$ cat src/rtl/uart_rx_ls_pkg.sv
package uart_rx_ls_pkg;
  localparam int DATA_W = 8;
  localparam int STAT_W = 5;

  typedef struct packed {
    logic              brk;
    logic              stop_bad;
    logic              par_bad;
    logic [DATA_W-1:0] data;
  } rx_entry_t;
endpackage

$ cat src/rtl/uart_rx_ls_fifo.sv
module uart_rx_ls_fifo
  import uart_rx_ls_pkg::*;
#(
  parameter int DEPTH = 16
) (
  input  logic      clk_i,
  input  logic      rst_ni,
  input  logic      flush_i,
  input  logic      push_i,
  input  rx_entry_t wdata_i,
  input  logic      pop_i,
  output rx_entry_t head_o,
  output logic      empty_o,
  output logic      full_o
);
  localparam int AW = (DEPTH > 1) ? $clog2(DEPTH) : 1;
  localparam int CW = AW + 1;

  rx_entry_t       mem_q [DEPTH];
  logic [AW-1:0]   wr_q, rd_q;
  logic [CW-1:0]   cnt_q;

  function automatic logic [AW-1:0] nxt(input logic [AW-1:0] p);
    return (p == AW'(DEPTH - 1)) ? '0 : p + 1'b1;
  endfunction

  assign empty_o = (cnt_q == '0);
  assign full_o  = (cnt_q == CW'(DEPTH));
  assign head_o  = mem_q[rd_q];

  always_ff @(posedge clk_i) begin
    if (push_i && !flush_i) mem_q[wr_q] <= wdata_i;
  end

  always_ff @(posedge clk_i or negedge rst_ni) begin
    if (!rst_ni) begin
      wr_q  <= '0;
      rd_q  <= '0;
      cnt_q <= '0;
    end else if (flush_i) begin
      wr_q  <= '0;
      rd_q  <= '0;
      cnt_q <= '0;
    end else begin
      if (push_i) wr_q <= nxt(wr_q);
      if (pop_i)  rd_q <= nxt(rd_q);
      case ({push_i, pop_i})
        2'b10:   cnt_q <= cnt_q + 1'b1;
        2'b01:   cnt_q <= cnt_q - 1'b1;
        default: cnt_q <= cnt_q;
      endcase
    end
  end


  no_overflow_chk: assert property (@(posedge clk_i) disable iff (!rst_ni || flush_i)
    push_i |-> (!full_o || pop_i));


  no_underflow_chk: assert property (@(posedge clk_i) disable iff (!rst_ni || flush_i)
    pop_i |-> !empty_o);


  push_fill_chk: assert property (@(posedge clk_i) disable iff (!rst_ni)
    (push_i && !flush_i) |=> !empty_o);
endmodule

$ cat src/rtl/uart_rx_ls_hold.sv
module uart_rx_ls_hold
  import uart_rx_ls_pkg::*;
(
  input  logic              clk_i,
  input  logic              rst_ni,
  input  logic              flush_i,
  input  logic              load_i,
  input  rx_entry_t         wdata_i,
  input  logic              rd_i,
  input  logic              clr_i,
  output logic              valid_o,
  output logic [DATA_W-1:0] data_o,
  output logic [2:0]        err_o
);
  logic              valid_q;
  logic [DATA_W-1:0] data_q;
  logic [2:0]        err_q, err_set;

  assign err_set = load_i ? {wdata_i.brk, wdata_i.stop_bad, wdata_i.par_bad} : 3'b000;

  always_ff @(posedge clk_i or negedge rst_ni) begin
    if (!rst_ni) begin
      valid_q <= 1'b0;
      data_q  <= '0;
      err_q   <= '0;
    end else if (flush_i) begin
      valid_q <= 1'b0;
      err_q   <= '0;
    end else begin
      if (load_i) begin
        valid_q <= 1'b1;
        data_q  <= wdata_i.data;
      end else if (rd_i) begin
        valid_q <= 1'b0;
      end
      // set beats clear
      err_q <= err_set | (err_q & ~{3{clr_i}});
    end
  end

  assign valid_o = valid_q;
  assign data_o  = valid_q ? data_q : '0;
  assign err_o   = err_q;


  sticky_set_chk: assert property (@(posedge clk_i) disable iff (!rst_ni)
    (load_i && !flush_i && wdata_i.par_bad) |=> err_o[0]);


  sticky_hold_chk: assert property (@(posedge clk_i) disable iff (!rst_ni)
    (!flush_i && !clr_i && err_o[1]) |=> err_o[1]);
endmodule

$ cat src/rtl/uart_rx_line_status.sv
module uart_rx_line_status
  import uart_rx_ls_pkg::*;
#(
  parameter int DEPTH = 16
) (
  input  logic              clk_i,
  input  logic              rst_ni,
  input  logic              fifo_mode_i,
  input  logic              rx_done_i,
  input  logic [DATA_W-1:0] rx_char_i,
  input  logic              rx_par_bad_i,
  input  logic              rx_stop_bad_i,
  input  logic              rx_brk_i,
  input  logic              buf_rd_i,
  input  logic              stat_rd_i,
  output logic [DATA_W-1:0] buf_data_o,
  output logic [STAT_W-1:0] stat_o,
  output logic              fifo_full_o
);
  logic              mode_q, flush;
  rx_entry_t         entry, f_head;
  logic              f_push, f_pop, f_empty, f_full;
  logic              h_load, h_rd, h_valid;
  logic [DATA_W-1:0] h_data;
  logic [2:0]        h_err, head_err;
  logic              ovr_q, ovr_set, ack_q;

  assign flush = fifo_mode_i ^ mode_q;
  assign entry = '{brk: rx_brk_i, stop_bad: rx_stop_bad_i, par_bad: rx_par_bad_i, data: rx_char_i};

  assign f_pop  = fifo_mode_i && !flush && buf_rd_i && !f_empty;
  assign f_push = fifo_mode_i && !flush && rx_done_i && (!f_full || f_pop);
  assign h_load = !fifo_mode_i && !flush && rx_done_i;
  assign h_rd   = !fifo_mode_i && !flush && buf_rd_i;

  assign ovr_set = !flush && rx_done_i &&
                   (fifo_mode_i ? (f_full && !f_pop) : (h_valid && !buf_rd_i));

  uart_rx_ls_fifo #(.DEPTH(DEPTH)) u_fifo (
    .clk_i   (clk_i),
    .rst_ni  (rst_ni),
    .flush_i (flush),
    .push_i  (f_push),
    .wdata_i (entry),
    .pop_i   (f_pop),
    .head_o  (f_head),
    .empty_o (f_empty),
    .full_o  (f_full)
  );

  uart_rx_ls_hold u_hold (
    .clk_i   (clk_i),
    .rst_ni  (rst_ni),
    .flush_i (flush),
    .load_i  (h_load),
    .wdata_i (entry),
    .rd_i    (h_rd),
    .clr_i   (stat_rd_i),
    .valid_o (h_valid),
    .data_o  (h_data),
    .err_o   (h_err)
  );

  always_ff @(posedge clk_i or negedge rst_ni) begin
    if (!rst_ni) begin
      mode_q <= 1'b0;
      ovr_q  <= 1'b0;
      ack_q  <= 1'b0;
    end else begin
      mode_q <= fifo_mode_i;
      if (flush) begin
        ovr_q <= 1'b0;
        ack_q <= 1'b0;
      end else begin
        ovr_q <= ovr_set | (ovr_q & ~stat_rd_i);
        // head tags acknowledged by a status read until the head leaves
        if (f_pop)                     ack_q <= 1'b0;
        else if (stat_rd_i && !f_empty) ack_q <= 1'b1;
      end
    end
  end

  assign head_err    = (!f_empty && !ack_q) ? {f_head.brk, f_head.stop_bad, f_head.par_bad} : 3'b000;
  assign buf_data_o  = mode_q ? (f_empty ? '0 : f_head.data) : h_data;
  assign stat_o      = {(mode_q ? head_err : h_err), ovr_q, (mode_q ? !f_empty : h_valid)};
  assign fifo_full_o = mode_q && f_full;


  ready_set_chk: assert property (@(posedge clk_i) disable iff (!rst_ni)
    (rx_done_i && !flush) |=> stat_o[0]);


  hold_ovr_chk: assert property (@(posedge clk_i) disable iff (!rst_ni)
    (!fifo_mode_i && !flush && rx_done_i && stat_o[0] && !buf_rd_i)
    |=> (stat_o[1] && buf_data_o == $past(rx_char_i)));


  fifo_ovr_chk: assert property (@(posedge clk_i) disable iff (!rst_ni)
    (fifo_mode_i && !flush && rx_done_i && fifo_full_o && !buf_rd_i)
    |=> (stat_o[1] && fifo_full_o && $stable(buf_data_o)));


  ovr_clear_chk: assert property (@(posedge clk_i) disable iff (!rst_ni)
    (stat_rd_i && !ovr_set) |=> !stat_o[1]);


  flush_chk: assert property (@(posedge clk_i) disable iff (!rst_ni)
    flush |=> (stat_o == '0 && !fifo_full_o && buf_data_o == '0));


  always_comb begin
    if (!rst_ni) reset_state_chk: assert (stat_o == '0 && !fifo_full_o);
  end
endmodule

$ cat config.mk
export PLATFORM = sky130hd
export DESIGN_NAME = uart_rx_line_status
export DESIGN_NICKNAME = d
export VERILOG_FILES = /design/src/rtl/uart_rx_ls_pkg.sv /design/src/rtl/uart_rx_ls_fifo.sv /design/src/rtl/uart_rx_ls_hold.sv /design/src/rtl/uart_rx_line_status.sv
export SDC_FILE = /design/constraint.sdc
export NUM_CORES = 1
export LEC_CHECK = 0
export ABC_AREA = 1
export BUFFER_PORTS_ARGS = -buffer_cell sky130_fd_sc_hd__buf_2
export CORE_ASPECT_RATIO = 0.9
export CORE_MARGIN = 2
export CORE_UTILIZATION = 50
export DETAILED_ROUTE_END_ITERATION = 16
export PLACE_DENSITY = 0.76
export SLEW_MARGIN = 0
export SYNTH_ARGS = -nofsm -noshare
export SYNTH_HDL_FRONTEND = slang
export SYNTH_HIERARCHICAL = 1
export SYNTH_SLANG_ARGS = --single-unit
$ cat constraint.sdc
create_clock -name clk_i -period 5.3 [get_ports clk_i]
set_input_delay 0.795 -clock clk_i [delete_from_list [all_inputs] [get_ports clk_i]]
set_output_delay 0.795 -clock clk_i [all_outputs]
set_load 0.1 [all_outputs]
==> flow_metrics.py, run 1 <==
metrics = {
    "detailed_routing": {
        "vias": 6027,
        "wl_per_cell_um": 19.0,
        "wirelength_um": 20500,
        "vias_per_cell": 5.58,
        "first_pass_iters": 6,
        "drc": 0,
        "drtAntennaViolNets": 0,
        "drt-initial-drc-count": 611,
    },
    "yosys": {
        "synth_cell_type_count": 29,
        "yosys_warnings": 6,
        "syn_avg_cell_area_um2": 10.9,
        "synthCells": 811,
        "yosys_register_bits": 204,
        "syn_nets": 837,
        "synthesis.area_um2": 8820,
        "synth-seq-area-share_pct": 67.9,
    },
    "critical_path": {
        "cpMostUsedCell": "nand2_1",
        "crit_chain": "inv_4 > nand2_1 > nand3_1 > nand2_1 > a31oi_1 > o21ai_1 > nand2_1 > nand3_1 > nand2_1 > buf_2",
        "cp_top_family": "buffers and inverters",
        "critical-path-slowest-cell": "inv_4",
        "worst-setup-path-type": "reg2out",
        "slowest_delay_ns": 0.61,
        "cp.buffers_inverters": 2,
        "start_kind": "register",
        "end_kind": "primary output",
        "critPathMaxFanout": 89,
        "crit_required_ns": 4.51,
        "cp_data_arrival_time_ns": 3.20,
    },
    "finish": {
        "final_cell_mix": "nand2_1 (233), edfxtp_1 (176), nor2_1 (92)",
        "diodes": 0,
        "fin_area_um2": 9650,
        "syn_to_final_growth_pct": 9.40,
        "nets": 852,
        "final_common_cell": "nand2_1",
        "drive_gt1_share_pct": 9.63,
        "fillers": 1471,
    },
    "cts": {
        "holdBufCountCts": 0,
        "cts_setup_buffers": 0,
        "ctsResizeCount": 0,
        "clk_path_buf_depth": 3,
        "cts_tree": "done",
        "worstSkewPairLatency_ns": 0.51,
        "clockRootBuffer": "clkbuf_16",
        "cts_sinks": 204,
        "htree_levels": 1,
        "cts_made_buffers": 21,
        "clk_pin_slew_worst_paths_ns": 0.06,
    },
    "die": {
        "core-area_um2": 17400,
        "rows": 46,
        "fp.dieH_um": 130,
        "die_area_um2": 18700,
        "pin_count": 31,
        "die_w_um": 144,
        "initial_utilization_pct": 50.6,
    },
    "sta": {
        "hold_violations": 0,
        "worst_slew_margin_rel_pct": 22.1,
        "tns_ns": 0,
        "tightest_slew_ns": 1.16,
        "maxSlewViolCount": 0,
        "setup_viol": 0,
        "finalWorstSetupSlack_ns": 1.31,
        "finalClockSkew_ns": 0.0207,
        "fin_crit_sh_pct": 75.3,
        "min_period_ns": 3.99,
        "hold_ws_ns": 0.339,
        "max_freq_mhz": 250,
        "rsz0062_at_grt": "false",
    },
    "place": {
        "portBuffers": 30,
        "place_ws_ns": 1.70,
        "placed_cell_area_um2": 9010,
        "place_hpwl_um": 12600,
        "gp_congestion": 0.875,
    },
    "global_routing": {
        "antenna_found_initial": 0,
        "grt_max_degree": 92,
        "use_met3_pct": 5.03,
        "grt_pass1_wl_um": 31500,
        "grt_busiest_layer": "met2",
        "grt_usage_pct": 22.4,
        "met1_usage_pct": 32.7,
        "overflow": 0,
        "grt.met2_usage_pct": 34.0,
        "grt_pass1_vias": 5675,
    },
    "power": {
        "peakVddDrop_mv": 0.365,
        "power_density_nw_per_um2": 348,
        "p_leak_nw": 3.68,
    },
    "run": {
        "drv_cap": 0,
    },
    "status": {
        "outcome": "completed",
    },
    "worst_hold_path": {
        "min_path_type": "in2async",
    },
}
## Yosys cell counts
master,n,area (µm²)
nand2_1,233,875
edfxtp_1,176,5290
nor2_1,92,345
nand3_1,57,285
o21ai_0,55,275
inv_1,37,139
dfrtp_1,28,701
a31oi_1,22,138
o211ai_1,18,135
buf_2,14,70.1
o21ai_1,13,65.1
buf_6,10,113
buf_4,9,67.6
ha_1,9,113
inv_2,7,26.3
clkbuf_1,6,22.5
a21oi_1,5,25.0
nand2_2,3,18.8
o22ai_1,3,18.8
xor2_1,3,26.3
nand3_2,2,20.0
nor2_2,2,12.5
a21oi_2,1,8.76
clkbuf_2,1,5.00
clkinv_1,1,3.75
inv_4,1,6.26
nor3_1,1,5.00
o21ai_2,1,8.76
o21bai_1,1,7.51
## metal layers
metal  vias up  wire [µm]
li1       2806          -
met1      2921       8960
met2       253       9200
met3        47       1680
met4         0        662
met5         -          0
## layout make-up
| class | count | area, µm² | share of cell area (%) |
|---|---|---|---|
| Sequential cell | 204 | 5990 | 62.0 |
| Multi-Input combinational cell | 521 | 2380 | 24.7 |
| Clock buffer | 26 | 544 | 5.64 |
| Tap cell | 240 | 300 | 3.11 |
| Inverter | 46 | 175 | 1.82 |
| Timing Repair Buffer | 32 | 165 | 1.71 |
| Clock inverter | 12 | 96.3 | 0.998 |
## metrics by stage
step           utilization [%]  total power, mW  instances
2_1_floorplan                -             1.94        811
3_3_place_gp              51.7             2.00       1043
3_5_place_dp              51.7             2.00       1043
4_1_cts                   55.3             3.37       1081
5_1_grt                   55.3             3.46       1081
6_report                  55.3             3.36       1081
## worst reg2reg max path, delay by kind of cell, from the launching register on
kind,cells,cell delay (ns)
fa+ha+maj,1,0.28
buf+inv,1,0.12
flops,1,0.65
simple gates,7,2.02
## flip-flops by register name, summed over array words and instances, names as in the netlist
signal / cells
ack_q: 1
mode_q: 1
ovr_q: 1
u_fifo/cnt_q: 5
u_fifo/mem_q: 176
u_fifo/rd_q: 4
u_fifo/wr_q: 4
u_hold/data_q: 8
u_hold/err_o: 3
u_hold/valid_o: 1
## logic make-up (layout without fill, tap and decap cells)
group	after synthesis	in the layout	synth area share (%)
buffers and inverters	86	116	5.13
AO/OA/AOI/OAI	119	119	7.73
adder cells (fa/ha/maj)	9	9	1.28
AND/OR/NAND/NOR	390	390	17.7
XOR/XNOR	3	3	0.298
flip-flops	204	204	67.9
## worst paths after layout
check / startpoint / endpoint / slack [ns] / cells past startpoint
setup / recovery: u_fifo/rd_q[0]$_DFFE_PN0P_ / buf_data_o[3] / 1.31 / 10
hold / removal: rst_ni / u_hold/valid_o$_DFFE_PN0P_ / 0.34 / 1
setup reg to reg: mode_q$_DFF_PN0_ / u_fifo/mem_q[14][8]$_DFFE_PP_ / 1.86 / 9
hold reg to reg: u_hold/data_q[0]$_DFFE_PN0P_ / u_hold/data_q[0]$_DFFE_PN0P_ / 0.47 / 2
max in group asynchronous: rst_ni / u_fifo/rd_q[0]$_DFFE_PN0P_ / 4.49 / 1
min in group clk_i: fifo_mode_i / mode_q$_DFF_PN0_ / 0.46 / 1
## report_power, final
| part | internal (mW) | total [mW] | switching, mW |
|---|---|---|---|
| logic | 0.0359 | 0.188 | 0.152 |
| registers | 1.77 | 1.78 | 0.0150 |
| clock network | 0.785 | 1.39 | 0.601 |
| total | 2.59 | 3.36 | 0.769 |
(Power assumes the default switching activity.)
==> run 2: changes to the inputs <==
PLACE_DENSITY = 0.78   (was 0.76)
clock period = 3.6 ns   (was 5.3 ns; I/O delays follow)
==> flow_metrics.py, run 2 (synthesized netlist as in run 1, its figures left out) <==
metrics = {
    "status": {
        "outcome": "completed",
    },
    "finish": {
        "reg_top3": "u_fifo/mem_q: 176 flops, u_hold/data_q: 8 flops, u_fifo/cnt_q: 5 flops",
        "final_common_cell": "nand2_1",
        "diodes": 0,
        "nets": 875,
        "largest_reg_flops": 176,
        "finish.utilization_pct": 56.2,
        "final_cell_mix": "nand2_1 (233), edfxtp_1 (176), nor2_1 (92)",
        "fin_cells": 1099,
        "syn_to_final_growth_pct": 11.2,
        "largest_register": "u_fifo/mem_q",
        "drive_gt1_share_pct": 11.4,
    },
    "cts": {
        "ctsResizeCount": 0,
        "holdBufCountCts": 0,
        "clockRootBuffer": "clkbuf_16",
        "cts_setup_buffers": 0,
        "clk_pin_slew_worst_paths_ns": 0.06,
        "clk_path_buf_depth": 3,
        "cts_tree": "done",
        "cts_sinks": 204,
        "htree_levels": 1,
        "cts_made_buffers": 21,
        "worstSkewPairLatency_ns": 0.50,
    },
    "die": {
        "die_w_um": 144,
        "initial_utilization_pct": 50.6,
        "fp.dieH_um": 130,
        "rows": 46,
        "die_area_um2": 18700,
        "core-area_um2": 17400,
        "pin_count": 31,
    },
    "power": {
        "clockPowerShare_pct": 39.6,
        "power_density_nw_per_um2": 490,
        "power_frac_comb_pct": 5.9,
        "peakVddDrop_mv": 0.387,
        "p_int_mw": 3.72,
        "pwr-share-seq_pct": 54.6,
        "total_power_mw": 4.81,
        "sw_frac_of_total_pct": 22.6,
        "p_leak_nw": 3.78,
        "power.switching_mw": 1.08,
    },
    "detailed_routing": {
        "drc": 0,
        "vias": 6188,
        "vias_per_cell": 5.63,
        "wl_per_cell_um": 19.2,
        "drtAntennaViolNets": 0,
        "wirelength_um": 21100,
        "drt-initial-drc-count": 701,
        "first_pass_iters": 6,
    },
    "sta": {
        "rsz0062_at_grt": "false",
        "min_period_ns": 3.49,
        "max_freq_mhz": 286,
        "setup_viol": 0,
        "hold_violations": 0,
        "tns_ns": 0,
        "worst_slew_margin_rel_pct": 56.7,
        "finalClockSkew_ns": 0.0177,
        "finalWorstSetupSlack_ns": 0.107,
        "tightest_slew_ns": 0.650,
        "maxSlewViolCount": 0,
        "fin_crit_sh_pct": 97.0,
    },
    "place": {
        "place_hpwl_um": 13200,
        "dp.cells": 1066,
        "gp_congestion": 0.899,
        "portBuffers": 30,
        "place_ws_ns": 0.700,
    },
    "global_routing": {
        "antenna_found_initial": 0,
        "grt_usage_pct": 23.1,
        "grt_pass1_wl_um": 32400,
        "overflow": 0,
        "grt_pass1_vias": 5928,
        "grt_max_degree": 92,
    },
    "critical_path": {
        "crit_required_ns": 3.06,
        "cpMostUsedCell": "nand2_1",
        "critical-path-slowest-cell": "dfrtp_2",
        "cp_data_arrival_time_ns": 2.95,
        "crit_chain": "inv_4 > buf_4 > nand2_1 > nand3_1 > nand2_1 > a31oi_1 > nand2_1 > nand2_1 > nand3_1 > o21ai_1 > buf_2",
        "critPathMaxFanout": 29,
        "start_kind": "register",
        "worst-setup-path-type": "reg2out",
        "slowest_delay_ns": 0.46,
        "end_kind": "primary output",
    },
    "worst_hold_path": {
        "min_path_type": "in2async",
    },
    "run": {
        "drv_cap": 0,
    },
}
==> run 2: per-stage QoR <==
| stage | hold slack [ns] | area, µm² |
|---|---|---|
| after floorplan | 0.244 | 8820 |
| after global placement | 0.458 | 9230 |
| after detailed placement | 0.460 | 9230 |
| after CTS | 0.0775 | 9810 |
| after global routing | 0.117 | 9810 |
| final | 0.0613 | 9810 |
==> run 2: routing by layer <==
| metal | wire [µm] | up-vias | track usage [%] |
|---|---|---|---|
| met4 | 856 | 0 | 9.63 |
| met5 | 0 | - | 0 |
| met1 | 8590 | 2972 | 31.2 |
| met3 | 1840 | 58 | 4.88 |
| li1 | - | 2857 | - |
| met2 | 9830 | 301 | 36.9 |
==> run 2: worst paths after layout <==
path,startpoint,to,slack (ns),depth (start not counted)
worst max-delay path,u_fifo/rd_q[0]$_DFFE_PN0P_,stat_o[3],0.11,11
worst min-delay path,rst_ni,u_hold/data_q[3]$_DFFE_PN0P_,0.06,1
worst max register to register,mode_q$_DFF_PN0_,u_fifo/mem_q[11][8]$_DFFE_PP_,0.79,6
worst min register to register,u_hold/data_q[7]$_DFFE_PN0P_,u_hold/data_q[7]$_DFFE_PN0P_,0.47,2
max in group asynchronous,rst_ni,u_fifo/rd_q[0]$_DFFE_PN0P_,3.07,1
min in group clk_i,fifo_mode_i,mode_q$_DFF_PN0_,0.21,1
==> run 2: layout make-up <==
type | instances | area (µm²)
inverters | 46 | 175
flip-flops and latches | 204 | 5990
multi-input cells | 521 | 2380
clock inverters | 7 | 37.5
well taps | 240 | 300
fillers | 1425 | 7630
repair buffers | 55 | 380
clock buffers | 26 | 544
==> run 2: power groups by stage <==
stage               sequential (mW)  clock (mW)  combinational [mW]
floorplan                      2.66           0               0.194
global placement               2.67           0               0.274
detailed placement             2.67           0               0.279
CTS                            2.62        1.92               0.282
global route                   2.63        2.01               0.307
finish                         2.62        1.90               0.282
==> run 2: critical path, delay by kind of cell (launching register included) <==
kind / cells / cell delay, ns
buf+inv: 3 / 1.07
simple gates: 6 / 0.57
flops: 1 / 0.46
compound gates: 2 / 0.35
==> run 3: changes to the inputs <==
SETUP_SLACK_MARGIN = 0.15   (was default)
==> flow_metrics.py, run 3 (synthesized netlist as in run 1, its figures left out) <==
metrics = {
    "global_routing": {
        "use_met3_pct": 4.88,
        "grt.met2_usage_pct": 36.9,
        "grt_pass1_vias": 5928,
        "grt_usage_pct": 23.1,
        "grt_busiest_layer": "met2",
        "met1_usage_pct": 31.2,
        "grt_pass1_wl_um": 32400,
        "antenna_found_initial": 0,
        "overflow": 0,
        "grt_max_degree": 92,
    },
    "critical_path": {
        "end_kind": "primary output",
        "r2r_cells": 6,
        "cpMostUsedCell": "nand2_1",
        "cp_data_arrival_time_ns": 2.80,
        "slowest_delay_ns": 0.46,
        "r2r_slack_ns": 0.78,
        "crit_chain": "inv_4 > buf_4 > nand2_1 > nand3_1 > nand2_1 > a31oi_1 > nand2_1 > nand2_1 > nand3_1 > nand2_1 > buf_2",
        "worst-setup-path-type": "reg2out",
        "crit_required_ns": 3.06,
        "start_kind": "register",
        "critical-path-slowest-cell": "dfrtp_2",
        "critPathMaxFanout": 21,
    },
    "finish": {
        "fin_area_um2": 9830,
        "drive_gt1_share_pct": 11.6,
        "diodes": 0,
        "fillers": 1419,
        "nets": 875,
        "final_common_cell": "nand2_1",
        "final_cell_mix": "nand2_1 (233), edfxtp_1 (176), nor2_1 (92)",
        "largest_register": "u_fifo/mem_q",
        "fin_cells": 1099,
        "syn_to_final_growth_pct": 11.5,
        "largest_reg_flops": 176,
        "finish.utilization_pct": 56.4,
        "reg_top3": "u_fifo/mem_q: 176 flops, u_hold/data_q: 8 flops, u_fifo/cnt_q: 5 flops",
    },
    "sta": {
        "tightest_slew_ns": 0.651,
        "worst_slew_margin_rel_pct": 56.6,
        "setup_viol": 0,
        "max_freq_mhz": 299,
        "maxSlewViolCount": 0,
        "rsz0062_at_grt": "false",
        "hold_violations": 0,
        "tns_ns": 0,
        "fin_crit_sh_pct": 92.9,
        "min_period_ns": 3.34,
        "finalWorstSetupSlack_ns": 0.255,
        "finalClockSkew_ns": 0.0161,
        "hold_ws_ns": 0.0653,
    },
    "die": {
        "pin_count": 31,
        "fp.dieH_um": 130,
        "die_w_um": 144,
        "rows": 46,
        "initial_utilization_pct": 50.6,
        "die_area_um2": 18700,
        "core-area_um2": 17400,
    },
    "detailed_routing": {
        "wirelength_um": 21200,
        "drtAntennaViolNets": 0,
        "vias": 6169,
        "first_pass_iters": 7,
        "wl_per_cell_um": 19.3,
        "vias_per_cell": 5.61,
        "drc": 0,
        "drt-initial-drc-count": 711,
    },
    "power": {
        "pwr-share-seq_pct": 54.6,
        "sw_frac_of_total_pct": 22.5,
        "power_density_nw_per_um2": 489,
        "clockPowerShare_pct": 39.5,
        "total_power_mw": 4.81,
        "power.switching_mw": 1.08,
        "power_frac_comb_pct": 5.9,
        "peakVddDrop_mv": 0.388,
        "p_leak_nw": 3.79,
        "p_int_mw": 3.73,
    },
    "cts": {
        "cts_setup_buffers": 0,
        "cts_made_buffers": 21,
        "holdBufCountCts": 0,
        "cts_sinks": 204,
        "clockRootBuffer": "clkbuf_16",
        "clk_pin_slew_worst_paths_ns": 0.06,
        "htree_levels": 1,
        "cts_tree": "done",
        "clk_path_buf_depth": 3,
        "worstSkewPairLatency_ns": 0.50,
    },
    "place": {
        "place_hpwl_um": 13200,
        "place_ws_ns": 0.700,
        "gp_congestion": 0.899,
        "dp.cells": 1066,
        "placed_cell_area_um2": 9230,
        "portBuffers": 30,
    },
    "run": {
        "drv_cap": 0,
    },
    "worst_hold_path": {
        "min_path_type": "in2async",
    },
    "status": {
        "outcome": "completed",
    },
}
[run 3: changes by cell type in the layout (fill, tap and decap cells not counted), sizes merged]
cell,change
inv,-1
clkinvlp,+1
clkbuf,+4
buf,-4
[run 3: final timing paths]
path                                               from                            end
min reg2reg                u_hold/data_q[7]$_DFFE_PN0P_   u_hold/data_q[7]$_DFFE_PN0P_
max reg2reg                            mode_q$_DFF_PN0_  u_fifo/mem_q[11][8]$_DFFE_PP_
max in group asynchronous                        rst_ni     u_fifo/rd_q[0]$_DFFE_PN0P_
max                          u_fifo/rd_q[0]$_DFFE_PN0P_                  buf_data_o[1]
min in group clk_i                          fifo_mode_i               mode_q$_DFF_PN0_
min                                              rst_ni   u_hold/data_q[2]$_DFFE_PN0P_
[run 3: layer usage]
metal | share of wire, % | up-vias
met2 | 46 | 311
met4 | 4.2 | 0
met3 | 8.8 | 59
met1 | 41 | 2946
met5 | 0 | -
li1 | - | 2853
[run 3: repair_timing]
item                                    in CTS  in global routing
endpoints found under the hold margin        0                  0
endpoints found under the setup margin       0                  7
gates resized for setup                      0                  8
[run 3: power groups by stage]
stage	logic, mW	registers, mW	clock network (mW)
2_1_floorplan	0.194	2.66	0
5_1_grt	0.309	2.63	2.01
4_1_cts	0.282	2.62	1.92
3_3_place_gp	0.274	2.67	0
3_5_place_dp	0.279	2.67	0
6_report	0.285	2.62	1.90
[run 3: layout make-up]
cell class                 instances  area, µm²  area share, %
clock buffer                      26        544           5.54
clock inverter                     7       37.5          0.382
inverter                          46        179           1.82
multi-input combinational        521       2390           24.3
sequential                       204       5990           60.9
tap                              240        300           3.05
timing repair buffer              55        398           4.05
[run 3: worst max-delay path: cells and delay by family (launching register included)]
| kind | cells | cell delay, ns |
|---|---|---|
| buffers and inverters | 3 | 0.95 |
| flip-flops | 1 | 0.46 |
| AND/OR/NAND/NOR | 7 | 0.63 |
| AO/OA/AOI/OAI | 1 | 0.26 |
